### config.mk
export PLATFORM = sky130hd
export DESIGN_NAME = pci_cfg_initiator
export DESIGN_NICKNAME = d
export VERILOG_FILES = /design/src/rtl/pci_cfg_pkg.sv /design/src/rtl/pci_cfg_decode.sv /design/src/rtl/pci_cfg_ctrl.sv /design/src/rtl/pci_cfg_initiator.sv
export SDC_FILE = /design/constraint.sdc
export NUM_CORES = 1
export LEC_CHECK = 0
export CAP_MARGIN = 20
export CORE_MARGIN = 3
export CORE_UTILIZATION = 33
export DETAILED_ROUTE_END_ITERATION = 7
export PLACE_DENSITY = 0.76
export SYNTH_ARGS = -nofsm -noshare
export SYNTH_HDL_FRONTEND = slang
export SYNTH_SLANG_ARGS = --single-unit
### constraint.sdc
create_clock -name clk_i -period 1.4 [get_ports clk_i]
set_clock_uncertainty 0.15 [all_clocks]
set_input_delay 0.28 -clock clk_i [delete_from_list [all_inputs] [get_ports clk_i]]
set_output_delay 0.28 -clock clk_i [all_outputs]
set_load 0.05 [all_outputs]
### src/rtl/pci_cfg_pkg.sv
package pci_cfg_pkg;
  localparam int DEV_W  = 5;
  localparam int FUNC_W = 3;
  localparam int REG_W  = 6;
  localparam int BE_W   = 4;
  localparam int WIN_W  = 16;

  localparam int CTRL_ER_BIT = 0;
  localparam int CTRL_EI_BIT = 1;
  localparam int STS_LSB     = 8;
  localparam int STS_W       = 2;

  typedef enum logic [2:0] {
    ST_IDLE, ST_WAIT, ST_RESP, ST_ERR1, ST_ERR2
  } bridge_st_e;

  typedef struct packed {
    logic [DEV_W-1:0]  dev;
    logic [FUNC_W-1:0] func;
    logic [REG_W-1:0]  regno;
    logic [BE_W-1:0]   be;
  } cfg_addr_t;
endpackage

### src/rtl/pci_cfg_decode.sv
module pci_cfg_decode
  import pci_cfg_pkg::*;
(
  input  logic [WIN_W-1:0] addr_i,
  input  logic [2:0]       size_i,
  output cfg_addr_t        cfg_o
);
  localparam int REG_LSB  = 2;
  localparam int FUNC_LSB = REG_LSB + REG_W;
  localparam int DEV_LSB  = FUNC_LSB + FUNC_W;

  always_comb begin
    cfg_o.dev   = addr_i[DEV_LSB +: DEV_W];
    cfg_o.func  = addr_i[FUNC_LSB +: FUNC_W];
    cfg_o.regno = addr_i[REG_LSB +: REG_W];
    unique case (size_i)
      3'd0:    cfg_o.be = BE_W'(1) << addr_i[1:0];
      3'd1:    cfg_o.be = addr_i[1] ? 4'b1100 : 4'b0011;
      default: cfg_o.be = '1;
    endcase
  end
endmodule

### src/rtl/pci_cfg_ctrl.sv
module pci_cfg_ctrl
  import pci_cfg_pkg::*;
(
  input  logic             clk_i,
  input  logic             rst_ni,
  input  logic             wr_en_i,
  input  logic [31:0]      wdata_i,
  input  logic [STS_W-1:0] set_i,
  output logic             er_o,
  output logic             ei_o,
  output logic [STS_W-1:0] sts_o,
  output logic [31:0]      rdata_o,
  output logic             irq_o
);
  logic er_q, ei_q;
  logic unused_wdata;
  assign unused_wdata = ^wdata_i;

  always_ff @(posedge clk_i or negedge rst_ni) begin
    if (!rst_ni) begin
      er_q <= 1'b0;
      ei_q <= 1'b0;
    end else if (wr_en_i) begin
      er_q <= wdata_i[CTRL_ER_BIT];
      ei_q <= wdata_i[CTRL_EI_BIT];
    end
  end

  for (genvar g = 0; g < STS_W; g++) begin : g_sts
    logic bit_q;
    // a new abort wins over a same-cycle clear
    always_ff @(posedge clk_i or negedge rst_ni) begin
      if (!rst_ni)                                bit_q <= 1'b0;
      else if (set_i[g])                          bit_q <= 1'b1;
      else if (wr_en_i && wdata_i[STS_LSB + g])   bit_q <= 1'b0;
    end
    assign sts_o[g] = bit_q;

    assert_sts_set_R6: assert property (@(posedge clk_i) disable iff (!rst_ni)
      set_i[g] |=> bit_q);
    assert_sts_sticky_R6: assert property (@(posedge clk_i) disable iff (!rst_ni)
      (bit_q && !(wr_en_i && wdata_i[STS_LSB + g])) |=> bit_q);
  end

  always_comb begin
    rdata_o = '0;
    rdata_o[CTRL_ER_BIT] = er_q;
    rdata_o[CTRL_EI_BIT] = ei_q;
    rdata_o[STS_LSB +: STS_W] = sts_o;
  end

  assign er_o  = er_q;
  assign ei_o  = ei_q;
  assign irq_o = ei_q & (|sts_o);
endmodule

### src/rtl/pci_cfg_initiator.sv
module pci_cfg_initiator
  import pci_cfg_pkg::*;
#(
  parameter logic [31:0] ABORT_FILL = 32'hFFFF_FFFF
) (
  input  logic        clk_i,
  input  logic        rst_ni,
  input  logic        hsel_cfg_i,
  input  logic        hsel_reg_i,
  input  logic [1:0]  htrans_i,
  input  logic        hwrite_i,
  input  logic [2:0]  hsize_i,
  input  logic [31:0] haddr_i,
  input  logic [31:0] hwdata_i,
  input  logic        hready_i,
  output logic        hready_o,
  output logic        hresp_o,
  output logic [31:0] hrdata_o,
  output logic        irq_o,
  output logic        pci_req_o,
  output logic        pci_write_o,
  output logic [4:0]  pci_dev_o,
  output logic [2:0]  pci_func_o,
  output logic [5:0]  pci_reg_o,
  output logic [3:0]  pci_be_o,
  output logic [31:0] pci_wdata_o,
  input  logic        pci_ack_i,
  input  logic [1:0]  pci_abort_i,
  input  logic [31:0] pci_rdata_i
);
  bridge_st_e st_q, st_d;
  logic [WIN_W-1:0] addr_q;
  logic [2:0]       size_q;
  logic             wr_q, dp_reg_q, dp_wr_q;
  logic [31:0]      rdata_q, ctrl_rdata;
  logic             er, ei, ready_st, acc, acc_cfg, acc_reg, ack_now, aborted;
  logic [STS_W-1:0] sts, sts_set;
  cfg_addr_t        cfg;
  logic             unused_in;

  assign unused_in = ^{htrans_i[0], haddr_i[31:WIN_W], sts, ei};

  assign acc     = htrans_i[1] && hready_i;
  assign acc_cfg = acc && hsel_cfg_i;
  assign acc_reg = acc && hsel_reg_i && !hsel_cfg_i;
  assign ready_st = (st_q == ST_IDLE) || (st_q == ST_RESP) || (st_q == ST_ERR2);
  assign ack_now  = (st_q == ST_WAIT) && pci_ack_i;
  assign aborted  = |pci_abort_i;

  always_ff @(posedge clk_i or negedge rst_ni) begin
    if (!rst_ni) begin
      addr_q   <= '0;
      size_q   <= '0;
      wr_q     <= 1'b0;
      dp_reg_q <= 1'b0;
      dp_wr_q  <= 1'b0;
    end else if (hready_i) begin
      dp_reg_q <= acc_reg;
      dp_wr_q  <= hwrite_i;
      if (acc_cfg) begin
        addr_q <= haddr_i[WIN_W-1:0];
        size_q <= hsize_i;
        wr_q   <= hwrite_i;
      end
    end
  end

  always_comb begin
    st_d = st_q;
    unique case (st_q)
      ST_WAIT: if (pci_ack_i)
                 st_d = (!wr_q && aborted && er) ? ST_ERR1 : ST_RESP;
      ST_ERR1: st_d = ST_ERR2;
      default: st_d = acc_cfg ? ST_WAIT : ST_IDLE;
    endcase
  end

  always_ff @(posedge clk_i or negedge rst_ni) begin
    if (!rst_ni) begin
      st_q    <= ST_IDLE;
      rdata_q <= '0;
    end else begin
      st_q <= st_d;
      if (ack_now) rdata_q <= aborted ? ABORT_FILL : pci_rdata_i;
    end
  end

  assign sts_set = (ack_now && !wr_q) ? pci_abort_i : '0;

  pci_cfg_decode u_decode (
    .addr_i (addr_q),
    .size_i (size_q),
    .cfg_o  (cfg)
  );

  pci_cfg_ctrl u_ctrl (
    .clk_i   (clk_i),
    .rst_ni  (rst_ni),
    .wr_en_i (dp_reg_q && dp_wr_q && ready_st),
    .wdata_i (hwdata_i),
    .set_i   (sts_set),
    .er_o    (er),
    .ei_o    (ei),
    .sts_o   (sts),
    .rdata_o (ctrl_rdata),
    .irq_o   (irq_o)
  );

  assign hready_o    = (st_q != ST_WAIT) && (st_q != ST_ERR1);
  assign hresp_o     = (st_q == ST_ERR1) || (st_q == ST_ERR2);
  assign hrdata_o    = dp_reg_q ? ctrl_rdata : ((st_q == ST_RESP) ? rdata_q : '0);
  assign pci_req_o   = (st_q == ST_WAIT);
  assign pci_write_o = wr_q;
  assign pci_dev_o   = cfg.dev;
  assign pci_func_o  = cfg.func;
  assign pci_reg_o   = cfg.regno;
  assign pci_be_o    = cfg.be;
  // master holds hwdata_i for the whole stalled data phase
  assign pci_wdata_o = hwdata_i;

  assert_err_two_cycle_R4: assert property (@(posedge clk_i) disable iff (!rst_ni)
    (hresp_o && !hready_o) |=> (hresp_o && hready_o));
  assert_err_gated_R5: assert property (@(posedge clk_i) disable iff (!rst_ni)
    (hresp_o && !hready_o) |-> er);
  assert_req_hold_R10: assert property (@(posedge clk_i) disable iff (!rst_ni)
    (pci_req_o && !pci_ack_i) |=> (pci_req_o && $stable(pci_dev_o) &&
      $stable(pci_func_o) && $stable(pci_reg_o) && $stable(pci_be_o)));
  assert_stall_cause_R10: assert property (@(posedge clk_i) disable iff (!rst_ni)
    !hready_o |-> (pci_req_o || hresp_o));
endmodule

==> impl_metrics.ini <==
[run_status]
status = finished with violations
violations = setup timing

[worst_setup_path]
cp.depth = 5
rr_worst_depth = 8
cp.arrival_ns = 1.65
crit_family = simple AND/OR/NAND/NOR gates
crit_fanout = 10
critPathKind = flop to output pin
reg2reg_slack_ns = -0.44
crit_path_start_kind = flop
cpMaxStageDelayCell = dfrtp_1
path_cells = nor4b_4 -> buf_6 -> buf_12 -> and2_4 -> buf_12
cpMostUsedCell = buf_12
max_stage_delay_ns = 0.41
crit_path_end = hrdata_o[30]
required_ns = 0.97
crit_path_end_kind = output pin
reg2reg_from = st_q[0]$_DFFE_PN0P_
reg2reg_to = u_ctrl.g_sts[0].bit_q$_DFFE_PN0P_
startpoint = st_q[2]$_DFFE_PN0P_
timing.critical_path.buf_inv = 3

[routing]
drt_iter0_markers = 53
vias_per_cell = 4.841
antenna_left = 0
via_count = 2585
wl_per_cell_um = 16.59
drt_drc_violations_left = 0
routed_wl_mm = 8.857
drtPass1Iterations = 4

[grt]
grt_pass1_vias = 2658
antenna_found_initial = 0
grtUsageMet2_pct = 28.02
grt_max_degree = 32
grt_overflow = 0
grt_usage_pct = 15.91
met3_usage_pct = 6.036
grt_pass1_wl_mm = 12.88
grt-busiest-layer = met2
met1_usage_pct = 18.08

[die]
dieWidth_um = 103.2
ios = 197
dieArea_um2 = 10660
fp-row-count = 34
die_y_um = 103.2
coreArea_um2 = 8934
start_util_pct = 34.93

[cells_and_area]
n_antenna_cell = 0
syn_to_final_growth_pct = 85.36
layout-drive-gt1-share_pct = 57.51
nNetsFinal = 531
multi_input_area_um2 = 1511
regArea_um2 = 1528
fillers = 673
final_area_um2 = 5784

[worst_hold_path]
hold_class = input port to flop

[sta]
fin_crit_sh_pct = 148.9
whs_ns = 0.1394
worst_pin_slew_ns = 0.3946
worst_slack_ns = -0.6842
final-setup-viol-count = 78
finalHoldViolCount = 0
rsz0062_at_grt = yes
fmax_mhz = 479.8
period_minus_slack_ns = 2.084
relSlewSlack_pct = 73.70
slew_viol_final = 0

[placement]
place_congestion = 0.8197
placed_area_um2 = 4898
dp_hpwl_mm = 5.832
port_buffers = 123

[synthesis]
yosysWarnings = 0
synth_seq_area_share_pct = 48.92
synthesis.area_um2 = 3120
netlist-cell-type-count = 28
avgSynthCellArea_um2 = 10.13
synthesis.nets = 418
synth_cells = 308
synth-seq-cells = 61

[clock_tree]
cts.path.max_buffers = 2
cts_tree = yes
clk_latency_ns = 0.34
numCtsBuffers = 9
cts.sinks = 61
cts-root-buf = clkbuf_8
clk_pin_slew_ns = 0.08
htreeDepth = 3

[power_and_ir_drop]
ir_worst_vdd_v = 0.0007545
power_density_nw_per_um2 = 1320
leakage_nw = 2.358

[job]
cap_violations = 0
==> stage by stage <==
stage | setup TNS (ns) | setup slack (ns) | std cells | utilization (%) | power, mW
after floorplan | -8.907 | -0.2831 | 308 | - | 4.244
after global placement | -24.10 | -0.3339 | 497 | 54.83 | 5.248
after detailed placement | -25.67 | -0.3553 | 497 | 54.83 | 5.320
after global routing | -42.03 | -0.7582 | 534 | 64.75 | 7.989
final | -37.48 | -0.6842 | 534 | 64.75 | 7.636
after CTS | -35.81 | -0.7238 | 524 | 61.05 | 7.385
==> how the worst min path moves through the flow <==
stage | cells past startpoint | startpoint | endpoint | slack (ns)
finish | 2 | hwdata_i[0] | u_ctrl.er_o$_DFFE_PN0N_ | 0.14
global route | 2 | hwdata_i[0] | u_ctrl.er_o$_DFFE_PN0N_ | 0.13
CTS | 2 | hwdata_i[1] | u_ctrl.ei_o$_DFFE_PN0N_ | 0.25
detailed placement | 2 | rst_ni | addr_q[8]$_DFFE_PN0P_ | 0.19
global placement | 2 | rst_ni | pci_write_o$_DFFE_PN0P_ | 0.17
floorplan | 0 | rst_ni | addr_q[0]$_DFFE_PN0P_ | -0.17
==> cell type report <==
cell class | instances | area share (%)
clock buffers | 9 | 2.141
clock inverters | 7 | 1.709
inverters | 3 | 0.2379
multi-input cells | 182 | 26.13
flip-flops and latches | 61 | 26.41
well taps | 108 | 2.336
repair buffers | 164 | 41.03
==> flip-flops by register name (all words and copies together) (netlist names) <==
| name | cells |
|---|---|
| dp_wr_q | 1 |
| rdata_q | 32 |
| u_ctrl.g_sts.bit_q | 2 |
| dp_reg_q | 1 |
| u_ctrl.er_o | 1 |
| st_q | 3 |
| pci_write_o | 1 |
| size_q | 3 |
| u_ctrl.ei_o | 1 |
| addr_q | 16 |
==> report_power, final <==
group	switching (mW)	internal (mW)	total [mW]
sequential	0.401	2.16	2.56
clock	0.754	1.01	1.76
combinational	1.54	1.78	3.31
total	2.69	4.94	7.64
==> what timing repair did <==
action | in CTS | in global routing
resized for setup | 57 | 51
pin swaps | 4 | 15
hold buffers | 1 | 0
setup buffers | 7 | 8
endpoints found under the hold margin | 61 | 0
endpoints found under the setup margin | 81 | 80
cloned | 3 | 3
==> Yosys cell counts, drive strengths merged <==
cell,number,area (um2)
nand3,1,5.000
clkbuf,4,18.76
nor2b,4,25.02
a211o,2,17.52
inv,3,11.26
and4bb,1,16.27
mux2,23,259.0
o2bb2ai,1,8.760
nor4b,1,23.77
o21a,1,7.510
a22o,4,35.03
a21oi,32,193.9
and3b,2,17.52
dfrtp,61,1526
buf,58,442.9
a21o,1,7.510
and2,29,181.4
nand2b,1,6.260
nand4b,2,17.52
or2,1,6.260
nor2,69,259.0
nand2,1,3.750
o21ai,6,30.03
==> logic make-up after synthesis <==
kind of cell           Yosys count  synth area share (%)
and+or+nand+nor                112                 18.00
muxes                           23                 8.300
DFF                             61                 48.92
AOI/OAI and AO/OA               47                 9.623
buffers and inverters           65                 15.16
==> layer usage <==
layer  wire, um  share of wire [%]
met1       3353                 38
met2       4707                 53
met3        683                7.7
met4        113                1.3
met5          0                  0
==> worst reg2reg max path: stages (launching register included) <==
cell and delay [ns]:
dfrtp_1 0.41, buf_6 0.13, buf_6 0.11, buf_6 0.11
buf_6 0.10, and4bb_4 0.22, buf_6 0.12, and3b_1 0.15
a211o_1 0.23
==> layout by cell type (no fill, tap or decap), types with 2 or more instances in the layout <==
cell / n
nor2_1: 35
dfrtp_1: 60
nor2b_1: 2
mux2_2: 22
a211o_1: 2
buf_12: 64
clkdlybuf4s50_1: 59
clkbuf_8: 9
a21oi_1: 7
nor2b_4: 2
clkinv_4: 2
a22o_4: 4
nor2_2: 16
and2_4: 29
buf_6: 12
o21ai_0: 2
nor2_4: 18
buf_4: 15
nand4b_1: 2
clkbuf_16: 3
and3b_1: 2
a21oi_2: 25
buf_16: 4
bufinv_16: 2
o21ai_2: 4
dlygate4sd2_1: 3
No activity file was read; power rests on OpenSTA's default activity.
